[src/rtl/fu_tok_pkg.sv]
package fu_tok_pkg;

    // Issue controller states
    typedef enum logic [0:0] {
        ISS_IDLE = 1'b0,
        ISS_FIRE = 1'b1
    } iss_state_t;

endpackage

[src/rtl/fu_tok_rx.sv]
module fu_tok_rx #(
    parameter int NUM_SRC = 4,
    parameter int SEL_W   = (NUM_SRC > 1) ? $clog2(NUM_SRC) : 1
) (
    input  logic [NUM_SRC-1:0] lines,
    input  logic [NUM_SRC-1:0] stg,
    output logic               any_tok,
    output logic               multi_tok,
    output logic [SEL_W-1:0]   sel,
    output logic               win_stg
);

    // Walk from the top index down so the lowest index wins
    always_comb begin
        sel     = '0;
        win_stg = 1'b1;
        for (int i = NUM_SRC - 1; i >= 0; i--) begin
            if (lines[i]) begin
                sel     = SEL_W'(i);
                win_stg = stg[i];
            end
        end
        any_tok   = |lines;
        multi_tok = ($countones(lines) > 1);
    end

endmodule

[src/rtl/fu_tok_issue.sv]
module fu_tok_issue
    import fu_tok_pkg::*;
#(
    parameter int NUM_OPND = 2,
    parameter int SEL_W    = 2
) (
    input  logic                      clk,
    input  logic                      rst_n,
    input  logic [NUM_OPND-1:0]       any_tok,
    input  logic [NUM_OPND-1:0]       multi_tok,
    input  logic [NUM_OPND*SEL_W-1:0] sel_in,
    input  logic [NUM_OPND-1:0]       win_stg,
    output logic                      op_issue,
    output logic [NUM_OPND*SEL_W-1:0] op_sel,
    output logic [NUM_OPND-1:0]       op_opnd_vld,
    output logic                      op_stg,
    output logic                      conflict_err
);

    iss_state_t state_q, state_d;
    logic [NUM_OPND*SEL_W-1:0] sel_q;
    logic [NUM_OPND-1:0]       vld_q;
    logic                      stg_q;
    logic                      conf_q;
    logic                      stg_comb;
    logic                      tok_seen;

    assign tok_seen = |any_tok;

    always_comb begin
        stg_comb = 1'b1;
        for (int k = 0; k < NUM_OPND; k++) begin
            if (any_tok[k]) stg_comb = stg_comb & win_stg[k];
        end
    end

    // Next-state logic: ARM, HOLD, DRAIN and REST
    always_comb begin
        state_d = state_q;
        unique case (state_q)
            ISS_IDLE: state_d = tok_seen ? ISS_FIRE : ISS_IDLE;
            ISS_FIRE: state_d = tok_seen ? ISS_FIRE : ISS_IDLE;
            default:  state_d = ISS_IDLE;
        endcase
    end

    // State and captured-operand registers
    always_ff @(posedge clk) begin
        if (!rst_n) begin
            state_q <= ISS_IDLE;
            sel_q   <= '0;
            vld_q   <= '0;
            stg_q   <= 1'b0;
            conf_q  <= 1'b0;
        end else begin
            state_q <= state_d;
            sel_q   <= tok_seen ? sel_in : '0;
            vld_q   <= any_tok;
            stg_q   <= tok_seen & stg_comb;
            conf_q  <= conf_q | (|multi_tok);
        end
    end

    // Outputs follow the state
    always_comb begin
        op_issue    = 1'b0;
        op_sel      = '0;
        op_opnd_vld = '0;
        op_stg      = 1'b0;
        unique case (state_q)
            ISS_IDLE: ;
            ISS_FIRE: begin
                op_issue    = 1'b1;
                op_sel      = sel_q;
                op_opnd_vld = vld_q;
                op_stg      = stg_q;
            end
            default: ;
        endcase
        conflict_err = conf_q;
    end


    conflict_sticky_chk: assert property (@(posedge clk) disable iff (!rst_n)
        conflict_err |=> conflict_err);


    issue_has_operand_chk: assert property (@(posedge clk) disable iff (!rst_n)
        op_issue |-> (op_opnd_vld != '0));


    multi_raises_flag_chk: assert property (@(posedge clk) disable iff (!rst_n)
        (|multi_tok) |=> conflict_err);

endmodule

[src/rtl/fu_tok_emit.sv]
module fu_tok_emit #(
    parameter int OPC_W   = 6,
    parameter int LAT_W   = 2,
    parameter int DEST_W  = 3,
    parameter int NUM_NBR = 4
) (
    input  logic              clk,
    input  logic              rst_n,
    input  logic              issue,
    input  logic [OPC_W-1:0]  opc,
    input  logic [DEST_W-1:0] dst0,
    input  logic [DEST_W-1:0] dst1,
    input  logic              stg,
    output logic [NUM_NBR-1:0] tok_out,
    output logic              tok_pred,
    output logic              tok_stg
);

    localparam int SLOTS    = 1 << LAT_W;
    localparam int PRED_BIT = OPC_W - 1;

    logic [SLOTS-1:0]              vld_q;
    logic [SLOTS-1:0]              pred_q;
    logic [SLOTS-1:0]              stg_q;
    logic [SLOTS-1:0][DEST_W-1:0]  d0_q;
    logic [SLOTS-1:0][DEST_W-1:0]  d1_q;
    logic [LAT_W-1:0]              slot_idx;

    // A latency of L lands in slot L-1, which is the raw opcode field
    assign slot_idx = opc[LAT_W-1:0];

    always_ff @(posedge clk) begin
        if (!rst_n) begin
            vld_q  <= '0;
            pred_q <= '0;
            stg_q  <= '0;
            d0_q   <= '0;
            d1_q   <= '0;
        end else begin
            for (int i = 0; i < SLOTS; i++) begin
                if (i == SLOTS - 1) begin
                    vld_q[i]  <= 1'b0;
                    pred_q[i] <= 1'b0;
                    stg_q[i]  <= 1'b0;
                    d0_q[i]   <= '0;
                    d1_q[i]   <= '0;
                end else begin
                    vld_q[i]  <= vld_q[i+1];
                    pred_q[i] <= pred_q[i+1];
                    stg_q[i]  <= stg_q[i+1];
                    d0_q[i]   <= d0_q[i+1];
                    d1_q[i]   <= d1_q[i+1];
                end
            end
            if (issue) begin
                vld_q[slot_idx]  <= 1'b1;
                pred_q[slot_idx] <= opc[PRED_BIT];
                stg_q[slot_idx]  <= stg;
                d0_q[slot_idx]   <= dst0;
                d1_q[slot_idx]   <= dst1;
            end
        end
    end

    // Fan-out to neighbours named in the destination fields
    for (genvar n = 0; n < NUM_NBR; n++) begin : g_fan
        assign tok_out[n] = vld_q[0] &&
                            ((d0_q[0] == DEST_W'(n)) || (d1_q[0] == DEST_W'(n)));
    end

    assign tok_pred = vld_q[0] & pred_q[0];
    assign tok_stg  = vld_q[0] & stg_q[0];


    two_dest_max_chk: assert property (@(posedge clk) disable iff (!rst_n)
        $countones(tok_out) <= 2);


    unit_latency_type_chk: assert property (@(posedge clk) disable iff (!rst_n)
        (issue && opc[LAT_W-1:0] == '0) |=> (tok_pred == $past(opc[PRED_BIT])));

endmodule

[src/rtl/fu_token_engine.sv]
module fu_token_engine #(
    parameter int NUM_OPND = 2,
    parameter int NUM_SRC  = 4,
    parameter int OPC_W    = 6,
    parameter int LAT_W    = 2,
    parameter int DEST_W   = 3,
    parameter int NUM_NBR  = 4,
    parameter int SEL_W    = (NUM_SRC > 1) ? $clog2(NUM_SRC) : 1
) (
    input  logic                         clk,
    input  logic                         rst_n,
    input  logic [NUM_OPND*NUM_SRC-1:0]  tok_in,
    input  logic [NUM_OPND*NUM_SRC-1:0]  tok_stg_in,
    output logic                         cfg_fetch_req,
    input  logic [OPC_W-1:0]             cfg_opc,
    input  logic [DEST_W-1:0]            cfg_dst0,
    input  logic [DEST_W-1:0]            cfg_dst1,
    output logic                         op_issue,
    output logic [NUM_OPND*SEL_W-1:0]    op_sel,
    output logic [NUM_OPND-1:0]          op_opnd_vld,
    output logic [NUM_NBR-1:0]           tok_out,
    output logic                         tok_out_pred,
    output logic                         tok_out_stg,
    output logic                         conflict_err
);

    logic [NUM_OPND-1:0]       any_tok;
    logic [NUM_OPND-1:0]       multi_tok;
    logic [NUM_OPND*SEL_W-1:0] rx_sel;
    logic [NUM_OPND-1:0]       rx_stg;
    logic                      op_stg;

    for (genvar k = 0; k < NUM_OPND; k++) begin : g_rx
        fu_tok_rx #(
            .NUM_SRC (NUM_SRC),
            .SEL_W   (SEL_W)
        ) u_rx (
            .lines     (tok_in[k*NUM_SRC +: NUM_SRC]),
            .stg       (tok_stg_in[k*NUM_SRC +: NUM_SRC]),
            .any_tok   (any_tok[k]),
            .multi_tok (multi_tok[k]),
            .sel       (rx_sel[k*SEL_W +: SEL_W]),
            .win_stg   (rx_stg[k])
        );
    end

    assign cfg_fetch_req = |any_tok;

    fu_tok_issue #(
        .NUM_OPND (NUM_OPND),
        .SEL_W    (SEL_W)
    ) u_issue (
        .clk          (clk),
        .rst_n        (rst_n),
        .any_tok      (any_tok),
        .multi_tok    (multi_tok),
        .sel_in       (rx_sel),
        .win_stg      (rx_stg),
        .op_issue     (op_issue),
        .op_sel       (op_sel),
        .op_opnd_vld  (op_opnd_vld),
        .op_stg       (op_stg),
        .conflict_err (conflict_err)
    );

    fu_tok_emit #(
        .OPC_W   (OPC_W),
        .LAT_W   (LAT_W),
        .DEST_W  (DEST_W),
        .NUM_NBR (NUM_NBR)
    ) u_emit (
        .clk      (clk),
        .rst_n    (rst_n),
        .issue    (op_issue),
        .opc      (cfg_opc),
        .dst0     (cfg_dst0),
        .dst1     (cfg_dst1),
        .stg      (op_stg),
        .tok_out  (tok_out),
        .tok_pred (tok_out_pred),
        .tok_stg  (tok_out_stg)
    );


    fetch_then_issue_chk: assert property (@(posedge clk) disable iff (!rst_n)
        cfg_fetch_req |=> op_issue);


    no_fetch_no_issue_chk: assert property (@(posedge clk) disable iff (!rst_n)
        !cfg_fetch_req |=> !op_issue);

endmodule

[config.mk]
export PLATFORM = sky130hd
export DESIGN_NAME = fu_token_engine
export DESIGN_NICKNAME = d
export VERILOG_FILES = /design/src/rtl/fu_tok_pkg.sv /design/src/rtl/fu_tok_rx.sv /design/src/rtl/fu_tok_issue.sv /design/src/rtl/fu_tok_emit.sv /design/src/rtl/fu_token_engine.sv
export SDC_FILE = /design/constraint.sdc
export NUM_CORES = 1
export LEC_CHECK = 0
export BUFFER_PORTS_ARGS = -buffer_cell sky130_fd_sc_hd__clkbuf_2
export CAP_MARGIN = 20
export CORE_AREA = 2 2 67 69
export CTS_CLUSTER_DIAMETER = 80
export DETAILED_ROUTE_END_ITERATION = 8
export DIE_AREA = 0 0 69 71
export PLACE_DENSITY = 0.74
export SLEW_MARGIN = 20
export SYNTH_ARGS = -nofsm -noshare
export SYNTH_HDL_FRONTEND = slang
export SYNTH_SLANG_ARGS = --single-unit
[constraint.sdc]
create_clock -name clk -period 2.04 [get_ports clk]
set_clock_uncertainty 0.15 [all_clocks]
set_input_delay 0.204 -clock clk [delete_from_list [all_inputs] [get_ports clk]]
set_output_delay 0.204 -clock clk [all_outputs]
set_load 0.02 [all_outputs]
Word-level counts from Yosys, hierarchy flattened
Index checks and enable logic that the tools add are counted.
{"block": "word_totals", "ff_bits": 45, "in_bits": 30, "output_inout_bits": 15}
{"block": "op_classes", "add_sub_neg": 6, "magnitude_cmp": 4, "eq_ne": 6, "n_mux": 51, "bitwise": 8, "n_reduce_logical": 19}
{"operator": "$add 32x32->32", "count": 2}
{"operator": "$gt 32x2->1 const B", "count": 2}
{"operator": "$mux 1", "count": 26}
{"operator": "$bwmux 12", "count": 2}
{"operator": "$mux 12", "count": 2}
{"operator": "$mux 3", "count": 8}
{"operator": "$mux 4", "count": 4}
{"operator": "$reduce_or 4->1", "count": 4}
{"operator": "$eq 3x2->1 const B", "count": 4}
{"operator": "$mux 2", "count": 5}
{"operator": "$add 1x1->2", "count": 4}
{"operator": "$bwmux 4", "count": 2}
{"operator": "$reduce_or 8->1", "count": 1}
{"operator": "$demux 3 s2", "count": 1}
{"operator": "$eq 3x1->1 const B", "count": 2}
{"operator": "$logic_not 3->1", "count": 2}
{"operator": "$reduce_or 3->1", "count": 2}
{"operator": "$logic_and 1x1->1", "count": 5}
{"operator": "$and 1x1->1", "count": 4}
{"operator": "$logic_or 1x1->1", "count": 4}
{"operator": "$or 4x4->4", "count": 1}
{"operator": "$lt 2x3->1 const B", "count": 1}
{"operator": "$demux 1 s2", "count": 1}
{"operator": "$ge 2x1->1 const B", "count": 1}
{"operator": "3 further kinds", "count": 4}

Longest topological paths before layout
Gate-level depths: netlist of the first run.
{"block": "depth", "depth_word": 8, "ltp_mapped": 6, "depth_no_buf": 6}

Cells and area by module
A second synthesis of the first run with hierarchy kept.
{"block": "unflattened", "hier_cells": 193, "area_unflattened_um2": 1884.3}
{"module": "fu_tok_emit", "instances": 1, "cells_per_inst": 131, "area_each_um2": 1357.6, "seq_area_each_um2": 720.7}
{"module": "fu_tok_issue", "instances": 1, "cells_per_inst": 27, "area_each_um2": 307.8, "seq_area_each_um2": 180.2}
{"module": "fu_tok_rx", "instances": 2, "cells_per_inst": 17, "area_each_um2": 106.4, "seq_area_each_um2": 0.0}
{"module": "fu_token_engine", "instances": 1, "cells_per_inst": 1, "area_each_um2": 6.3, "seq_area_each_um2": 0.0}

Worst setup path after synthesis of the first run
OpenSTA, ideal clock, no wires.
{"block": "synth_path", "path_type": "input-to-reg", "startpoint": "in tok_in[0]", "endpoint": "reg u_issue.conf_q, in the netlist u_issue.conflict_err", "arrival_ns": 1.738, "required_time_ns": 1.775, "setup_slack_ns": 0.038, "path_stages": 6, "path_buffers": 0, "cell_sequence": "inv_1 -> ha_1 -> and2_1 -> fa_1 -> or4_1 -> o21a_1"}
{"block": "synth_via", "elab_chain_len": 5}
{"item": "start, declared", "line_no": "fu_token_engine.sv:12", "source": "input logic [NUM_OPND*NUM_SRC-1:0] tok_in,"}
{"item": "$add 1x1->2 (implied by the code)", "line_no": "fu_tok_rx.sv:24", "source": "multi_tok = ($countones(lines) > 1);"}
{"item": "$add 32x32->32 (implied by the code)", "line_no": "fu_tok_rx.sv:24"}
{"item": "$gt 32x2->1", "line_no": "fu_tok_rx.sv:24"}
{"item": "$reduce_or 2->1", "line_no": "fu_tok_issue.sv:60", "source": "conf_q <= conf_q | (|multi_tok);"}
{"item": "$or 1x1->1", "line_no": "fu_tok_issue.sv:60"}
{"item": "end signal, assigned", "line_no": "fu_tok_issue.sv:60"}
{"item": "end, declared", "line_no": "fu_tok_issue.sv:24", "source": "logic conf_q;"}
Every way passes these cells.
A chain may end at the register's enable or synchronous reset.

Worst setup path after layout of the first run
Same ends and word-level chain as after synthesis.

==> results summary, run 1 <==
The clock passes through at most 2 buffers. The largest total area in the synthesized netlist belongs to sky130_fd_sc_hd__dfxtp_1. The power density normalized to cell area is 713 nW/µm². The shortest period the worst path allows is 1.87 ns. Once the clock tree was built, the setup fixing pass inserted 0 buffers.

The async set-or-reset flop fraction in the synthesized netlist came out at 0%. The area enclosed by the die boundary came out at 4900 µm². The number of setup violations in the final report is 0. The starting density of the core is 46.7%. From left edge to right edge, the die measures 69 µm.

The final cycle utilization of the critical path is 91.7%. The initialized floorplan defines 24 standard-cell rows. For this run, the top clock speed supported by timing is 535 MHz.

The number of cells upsized or downsized after cts is 0. The worst-margin pin slew is 0.566 ns. The number of nets produced by synthesis came out at 229.

The clock transition at the registers of the reported paths came out at 0.08 ns. Entering global routing, the biggest net connects 33 pins. The final standard cell area without fillers came out at 2400 µm². In this run the biggest area consumer among cell types represents 45.9% of the synthesized area. The count of nets after finishing is 285. The count of unresolved DRC violations after routing is 0. After synthesis, the cell types taking the most area are sky130_fd_sc_hd__dfxtp_1, sky130_fd_sc_hd__mux2i_1, sky130_fd_sc_hd__nor2b_1. The final weighted congestion of routability-driven global placement is 0.776.

The total wirelength of the detailed-routed design is 3.42 mm. The vias after detailed routing came out at 1,427. In the routed layout, each cell is associated on average with a via count of 4.82. The worst setup path is of the input pin to register kind. Clock latency on the worst-skew pair, taken at its later pin, is 0.29 ns. The placed wire-length estimate after detailed placement came out at 2.68 mm. The post-synthesis to final-layout area growth came out at 22.4%. The core box area came out at 4200 µm². The signal on the critical path passes through clkbuf_2 -> inv_1 -> ha_1 -> and2_1 -> fa_1 -> or4_1 -> o21a_1. Summing all multi-input logic gate instances after layout gives 976 µm².

The main flop type after synthesis is sky130_fd_sc_hd__dfxtp_1. The length of the first detailed-routing pass in iterations came out at 4. Summed over all cells, the static leakage comes to 1.15 nW. The largest fanout on the critical path is 2. The share of synthesized area occupied by flip-flops and latches came out at 45.9%. The number of endpoints with negative hold slack in the final report is 0. The number of antenna diodes is 0. After synthesis, the mean cell area works out to 10.5 µm².

The initial detailed-routing violation count came out at 63. The number of global-route vias before repair is 1,383. The slowest stage of the critical path is the sky130_fd_sc_hd__or4_1 cell. The data required time of the critical path is 2.08 ns.

The sequential cell area is 901 µm². Counting the fill cells in the layout gives 393. The arrival time reported for the critical path endpoint is 1.91 ns. The combined area of all synthesized cells is 1960 µm². The number of buffers added to fix hold violations after cts came out at 0. TritonCTS built the clock tree. The cell area after placement came out at 2300 µm². The first-pass GRT wire length is 5.93 mm. The root buffer cell chosen for the clock tree is sky130_fd_sc_hd__clkbuf_8. The count of input and output buffers is 41. The tool flagged a number of max-cap violations equal to 0.

The CTS sink count is 45. After synthesis the netlist holds a flip-flop and latch count of 45. The post-synthesis cell count came out at 187. The count of antenna-violating nets left after detailed routing is 0. By count the netlist is led by sky130_fd_sc_hd__dfxtp_1, sky130_fd_sc_hd__nor2b_1, sky130_fd_sc_hd__mux2i_1. The peak supply drop came out at 0.000319 V. Counting distinct cell types in the post-synthesis netlist gives 30. TritonCTS created 5 clock buffers.

The run finished with clean final reports. The number of buffers and inverters on the critical path is 2. The critical path's largest stage delay is 0.52 ns. The initial antenna violation count came out at 0. The average wire per cell in the routed design is 11.6 µm. 45 I/O pins were placed. The H-tree generated during clock tree synthesis spans 2 levels. The height of the chip came out at 71 µm. The tightest hold margin is 0.0193 ns. The kind of end point of the critical path is a register. The number of enable-type register cells in the synthesized netlist came out at 0. The min-delay analysis places its worst path in the category input pin to register.

The max-slew violation total from the final report is 0. Cells with a size suffix above 1 make up 30.3% of the layout. The total power after layout is 0.00171 W. The total global routing track utilization is 15.2%. Setup repair after global routing left no endpoint under its margin. Grouping stages by cell kind, the critical path spends the most delay in adder cells.

The worst max-slew margin expressed relative to the limit came out at 62.1%. Among all cell types in the netlist, the one instantiated most often is sky130_fd_sc_hd__dfxtp_1. STA classifies the critical path startpoint as an input pin. The Yosys step of the flow raised 0 warnings.

The total grt overflow came out at 0.
layer usage:
layer	routed length, µm	GRT usage [%]
met1	1380	15.9
met2	1730	27.4
met3	247	5.70
met4	61	6.32
met5	0	0
final timing paths:
check / startpoint / end / slack, ns / depth (start not counted)
hold reg to reg: u_emit.vld_q[1] / u_emit.vld_q[0] / 0.30 / 1
hold / removal: cfg_dst1[2] / u_emit.d1_q[11] / 0.02 / 2
setup reg to reg: u_issue.state_q / u_emit.stg_q[1] / 0.48 / 3
setup / recovery: tok_in[0] / u_issue.conflict_err / 0.17 / 7
registers in the layout (all words and copies together), names as in the netlist:
name	flops
u_issue.conflict_err	1
u_emit.pred_q	4
u_emit.stg_q	4
u_issue.state_q	1
u_emit.d1_q	12
u_issue.vld_q	2
u_issue.sel_q	4
u_emit.d0_q	12
u_issue.stg_q	1
u_emit.vld_q	4
cell usage in the layout, fill, tap and decap left out, drive strengths merged:
cell / count
nand3b: 4
o21a: 3
nand2: 3
o311ai: 1
fa: 2
a21boi: 4
nand4: 1
a211oi: 1
a22oi: 2
nor3b: 1
nor3: 4
nor2b: 27
clkinv: 1
o2111ai: 1
clkbuf: 48
a31oi: 2
or3b: 2
dfxtp: 45
and2: 19
inv: 11
nor2: 8
buf: 15
ha: 10
or4: 1
mux2i: 24
a221o: 1
a22o: 1
and4: 1
nand2b: 1
power by group:
group          switching (W)  leakage (nW)  internal, W  total [W]
combinational      0.0000995         0.724     0.000106   0.000206
clock               0.000280        0.0542     0.000306   0.000586
sequential         0.0000145         0.367     0.000907   0.000922
cell type report:
cell class / instances / share of cell area, %
Inverter: 11 / 1.72
Clock inverter: 1 / 0.208
Multi-Input combinational cell: 124 / 40.6
Sequential cell: 45 / 37.5
Tap cell: 52 / 2.71
Clock buffer: 7 / 4.01
Timing Repair Buffer: 56 / 13.2
cells by family after synthesis:
family,Yosys count,share of synthesized area [%]
AO/OA/AOI/OAI,16,6.31
adder cells (fa/ha/maj),12,8.41
buffers and inverters,18,4.40
flip-flops,45,45.9
multiplexers,24,12.2
AND/OR/NAND/NOR,72,22.8
per-stage QoR:
step | utilization (%) | instances | TNS (ns) | worst slack [ns]
after CTS | 57.1 | 296 | 0 | 0.168
after global routing | 57.1 | 296 | 0 | 0.133
after detailed placement | 54.7 | 288 | -0.147 | -0.147
final | 57.1 | 296 | 0 | 0.169
after global placement | 54.7 | 288 | -0.0927 | -0.0927
after floorplan | - | 187 | 0 | 0.0377
(Power assumes the default switching activity.)
==> run 2: changes to the inputs <==
--- a/config.mk
+++ b/config.mk
@@ -5,13 +5,13 @@
 export SDC_FILE = /design/constraint.sdc
 export NUM_CORES = 1
 export LEC_CHECK = 0
-export BUFFER_PORTS_ARGS = -buffer_cell sky130_fd_sc_hd__clkbuf_2
 export CAP_MARGIN = 20
-export CORE_AREA = 2 2 67 69
+export CORE_AREA = 2 2 63 65
 export CTS_CLUSTER_DIAMETER = 80
 export DETAILED_ROUTE_END_ITERATION = 8
-export DIE_AREA = 0 0 69 71
-export PLACE_DENSITY = 0.74
+export DIE_AREA = 0 0 65 67
+export DONT_BUFFER_PORTS = 1
+export PLACE_DENSITY = 0.72
 export SLEW_MARGIN = 20
 export SYNTH_ARGS = -nofsm -noshare
 export SYNTH_HDL_FRONTEND = slang
==> results summary, run 2 (synthesized netlist as in run 1, its figures left out) <==
The flow ran to the end, and the final reports show no timing, DRC or antenna violations. The register-to-register path setup slack came to 0.14 ns (-0.34 ns). The number of H-tree levels came out at 2 (unchanged). The largest net degree at the start of global routing was 22 (-33%). Setup repair after global routing left no endpoint under its margin.

The net switching power figure was 0.000384 W (-2.6%). The number of fill cells in the layout came out at 280 (-29%). TritonCTS built the clock tree. The final cell count without fillers is 267 (-9.8%). The site row count came to 22 (-8.3%). The leakage power is 1.08 nW (-6.0%). The final standard cell area without fillers came to 2410 µm² (+0.47%). The post-synthesis to final-layout area growth came out at 22.9%. The total global routing track utilization came out at 21.2% (+6.0 points). The cell area after placement is 2020 µm² (-12%).

The internal portion of total power is 0.00149 W (+13%). The clock network fraction of design power is 41.1% (+6.9 points). The largest registers in the layout are u_emit.d0_q: 12 flops, u_emit.d1_q: 12 flops. The fraction of final layout cells with drive strength greater than 1 came to 11.0% (-19 points). The worst slack after detailed placement came out at -0.0689 ns (+0.0776 ns). The met3 usage is 8.28% (+2.6 points). The CTS sink count came to 45 (unchanged). The arrival time reported for the critical path endpoint is 1.94 ns (+0.03 ns). The core box area came to 3610 µm² (-14%). The average wire per cell in the routed design came out at 14.5 µm (+25%). The initial detailed-routing violation count came out at 70 (+11%). The via density per instance is 5.20 (+7.9%). STA classifies the critical path endpoint as a register. The path class of the tightest hold or removal check is input pin to register. The cell count after placement came out at 233 (-19%).

The clock transition at the registers of the reported paths came out at 0.08 ns (about the same). The data required time of the critical path came out at 2.07 ns (about the same). The path depth of the worst reg2reg path is 5 (+2).

The global routing met1 resource utilization is 22.6% (+6.7 points). The area enclosed by the die boundary is 4360 µm² (-11%). The power share of the sequential group is 49.3% (-4.5 points).

The total power after layout came out at 0.00188 W (+9.5%). The peak supply drop is 0.000591 V (+85%). The number of antenna diodes is 0 (unchanged). The height of the chip came to 67 µm (-5.6%). The count of unresolved DRC violations after routing is 0 (unchanged). The number of endpoints with negative hold slack in the final report came out at 0 (unchanged). Leaving out fill and tap cells, the most frequent cells in the layout are sky130_fd_sc_hd__dfxtp_1, sky130_fd_sc_hd__nor2b_1, sky130_fd_sc_hd__dlygate4sd3_1.

The max-slew violation total from the final report is 0 (unchanged). The switching share of power is 20.5% (-2.5 points). The placed wire-length estimate after detailed placement was 2.39 mm (-11%). The clock latency on the worst-skew pair is 0.29 ns (about the same). The number of global-route vias before repair came out at 1,514 (+9.5%).

The number of setup buffers added after CTS came out at 0 (unchanged). The count of antenna-violating nets left after detailed routing came to 0 (unchanged). The count of nets after finishing is 260 (-8.8%). The power density normalized to cell area came to 777 nW/µm² (+9.0%). The initial antenna violation count came out at 0 (unchanged). The shortest period the worst path allows is 1.90 ns (+0.0316 ns).

The critical path startpoint category is a register. The worst max-slew margin expressed relative to the limit was 54.0% (-8.1 points). In this run the most used layer during global routing was met2. The final worst setup slack came out at 0.137 ns (-0.0316 ns). The number of setup violations in the final report is 0 (unchanged). The largest fanout on the critical path is 11 (+9). The final weighted congestion of routability-driven global placement is 0.778 (+0.28%). The library cell used most frequently in the layout, excluding fill and tap cells, is sky130_fd_sc_hd__dfxtp_1. The critical path in this run is classified as register to register.

The first-pass GRT wire length is 6.76 mm (+14%). The number of top-level design ports came out at 45 (unchanged). The number of buffers on the longest clock path came to 2 (unchanged). The width of the die is 65 µm (-5.8%). The vias after detailed routing is 1,389 (-2.7%).

The length of the first detailed-routing pass in iterations was 4 (unchanged). The number of stages on the worst hold path is 3 (+1). The total grt overflow is 0 (unchanged). The count of max-cap constraint violations is 0 (unchanged). The count of input and output buffers was 0 (-100%). The logic gate share of total power is 9.5% (-2.5 points). The routing usage on met2 is 37.0% (+9.6 points). The TritonCTS buffer count is 5 (unchanged). The total wirelength of the detailed-routed design came out at 3.86 mm (+13%).

The worst-margin pin slew is 0.690 ns (+0.123 ns). The final cycle utilization of the critical path came to 93.3% (+1.6 points). The achievable frequency came to 526 MHz (-1.7%). The clock root buffer is sky130_fd_sc_hd__clkbuf_8.

The starting density of the core came out at 54.4% (+7.7 points).
-- run 2: final cells by class --
class	instances	area, µm²	share of cell area (%)
clock buffers	5	68.8	2.85
clock inverters	3	65.1	2.70
inverters	11	41.3	1.71
multi-input cells	124	976	40.4
flip-flops and latches	45	902	37.4
well taps	48	60.1	2.49
repair buffers	31	300	12.4
-- run 2: metrics by stage --
step	util [%]	hold slack, ns	TNS [ns]
final	66.9	0.0180	0
after global routing	66.9	0.0203	0
after CTS	66.8	0.00274	0
after detailed placement	55.9	0.137	-0.0689
after global placement	55.9	0.138	-0.0334
after floorplan	-	0.133	0
-- run 2: final timing paths --
kind / to / from
worst min-delay path: u_issue.stg_q / tok_in[4]
worst max register to register: u_emit.d0_q[2] / u_issue.state_q
worst max-delay path: u_emit.d0_q[2] / u_issue.state_q
worst min register to register: u_emit.vld_q[1] / u_emit.vld_q[2]
-- run 2: power groups by stage --
| stage | clock network, W | registers, W | logic, W |
|---|---|---|---|
| floorplan | 0 | 0.000942 | 0.000116 |
| global placement | 0 | 0.000944 | 0.000129 |
| detailed placement | 0 | 0.000946 | 0.000135 |
| CTS | 0.000791 | 0.000925 | 0.000178 |
| global route | 0.000838 | 0.000929 | 0.000200 |
| finish | 0.000771 | 0.000925 | 0.000179 |
-- run 2: timing repair --
action / in CTS / in global routing
hold endpoints to repair: 43 / 0
setup endpoints to repair: 0 / 10
hold buffers: 26 / 0
gates resized for setup: 0 / 2
-- run 2: critical path, stage by stage, from the launching register on --
cell	delay, ns
sky130_fd_sc_hd__dfxtp_2	0.40
sky130_fd_sc_hd__nor3b_2	0.17
sky130_fd_sc_hd__buf_4	0.23
sky130_fd_sc_hd__mux2i_1	0.21
sky130_fd_sc_hd__nor2b_1	0.07
sky130_fd_sc_hd__dlygate4sd3_1	0.56
-- run 2: per-layer routing --
metal | part of all wire [%] | vias up
li1 | - | 684
met1 | 43 | 657
met2 | 49 | 46
met3 | 7.2 | 2
met4 | 0.98 | 0
met5 | 0 | -
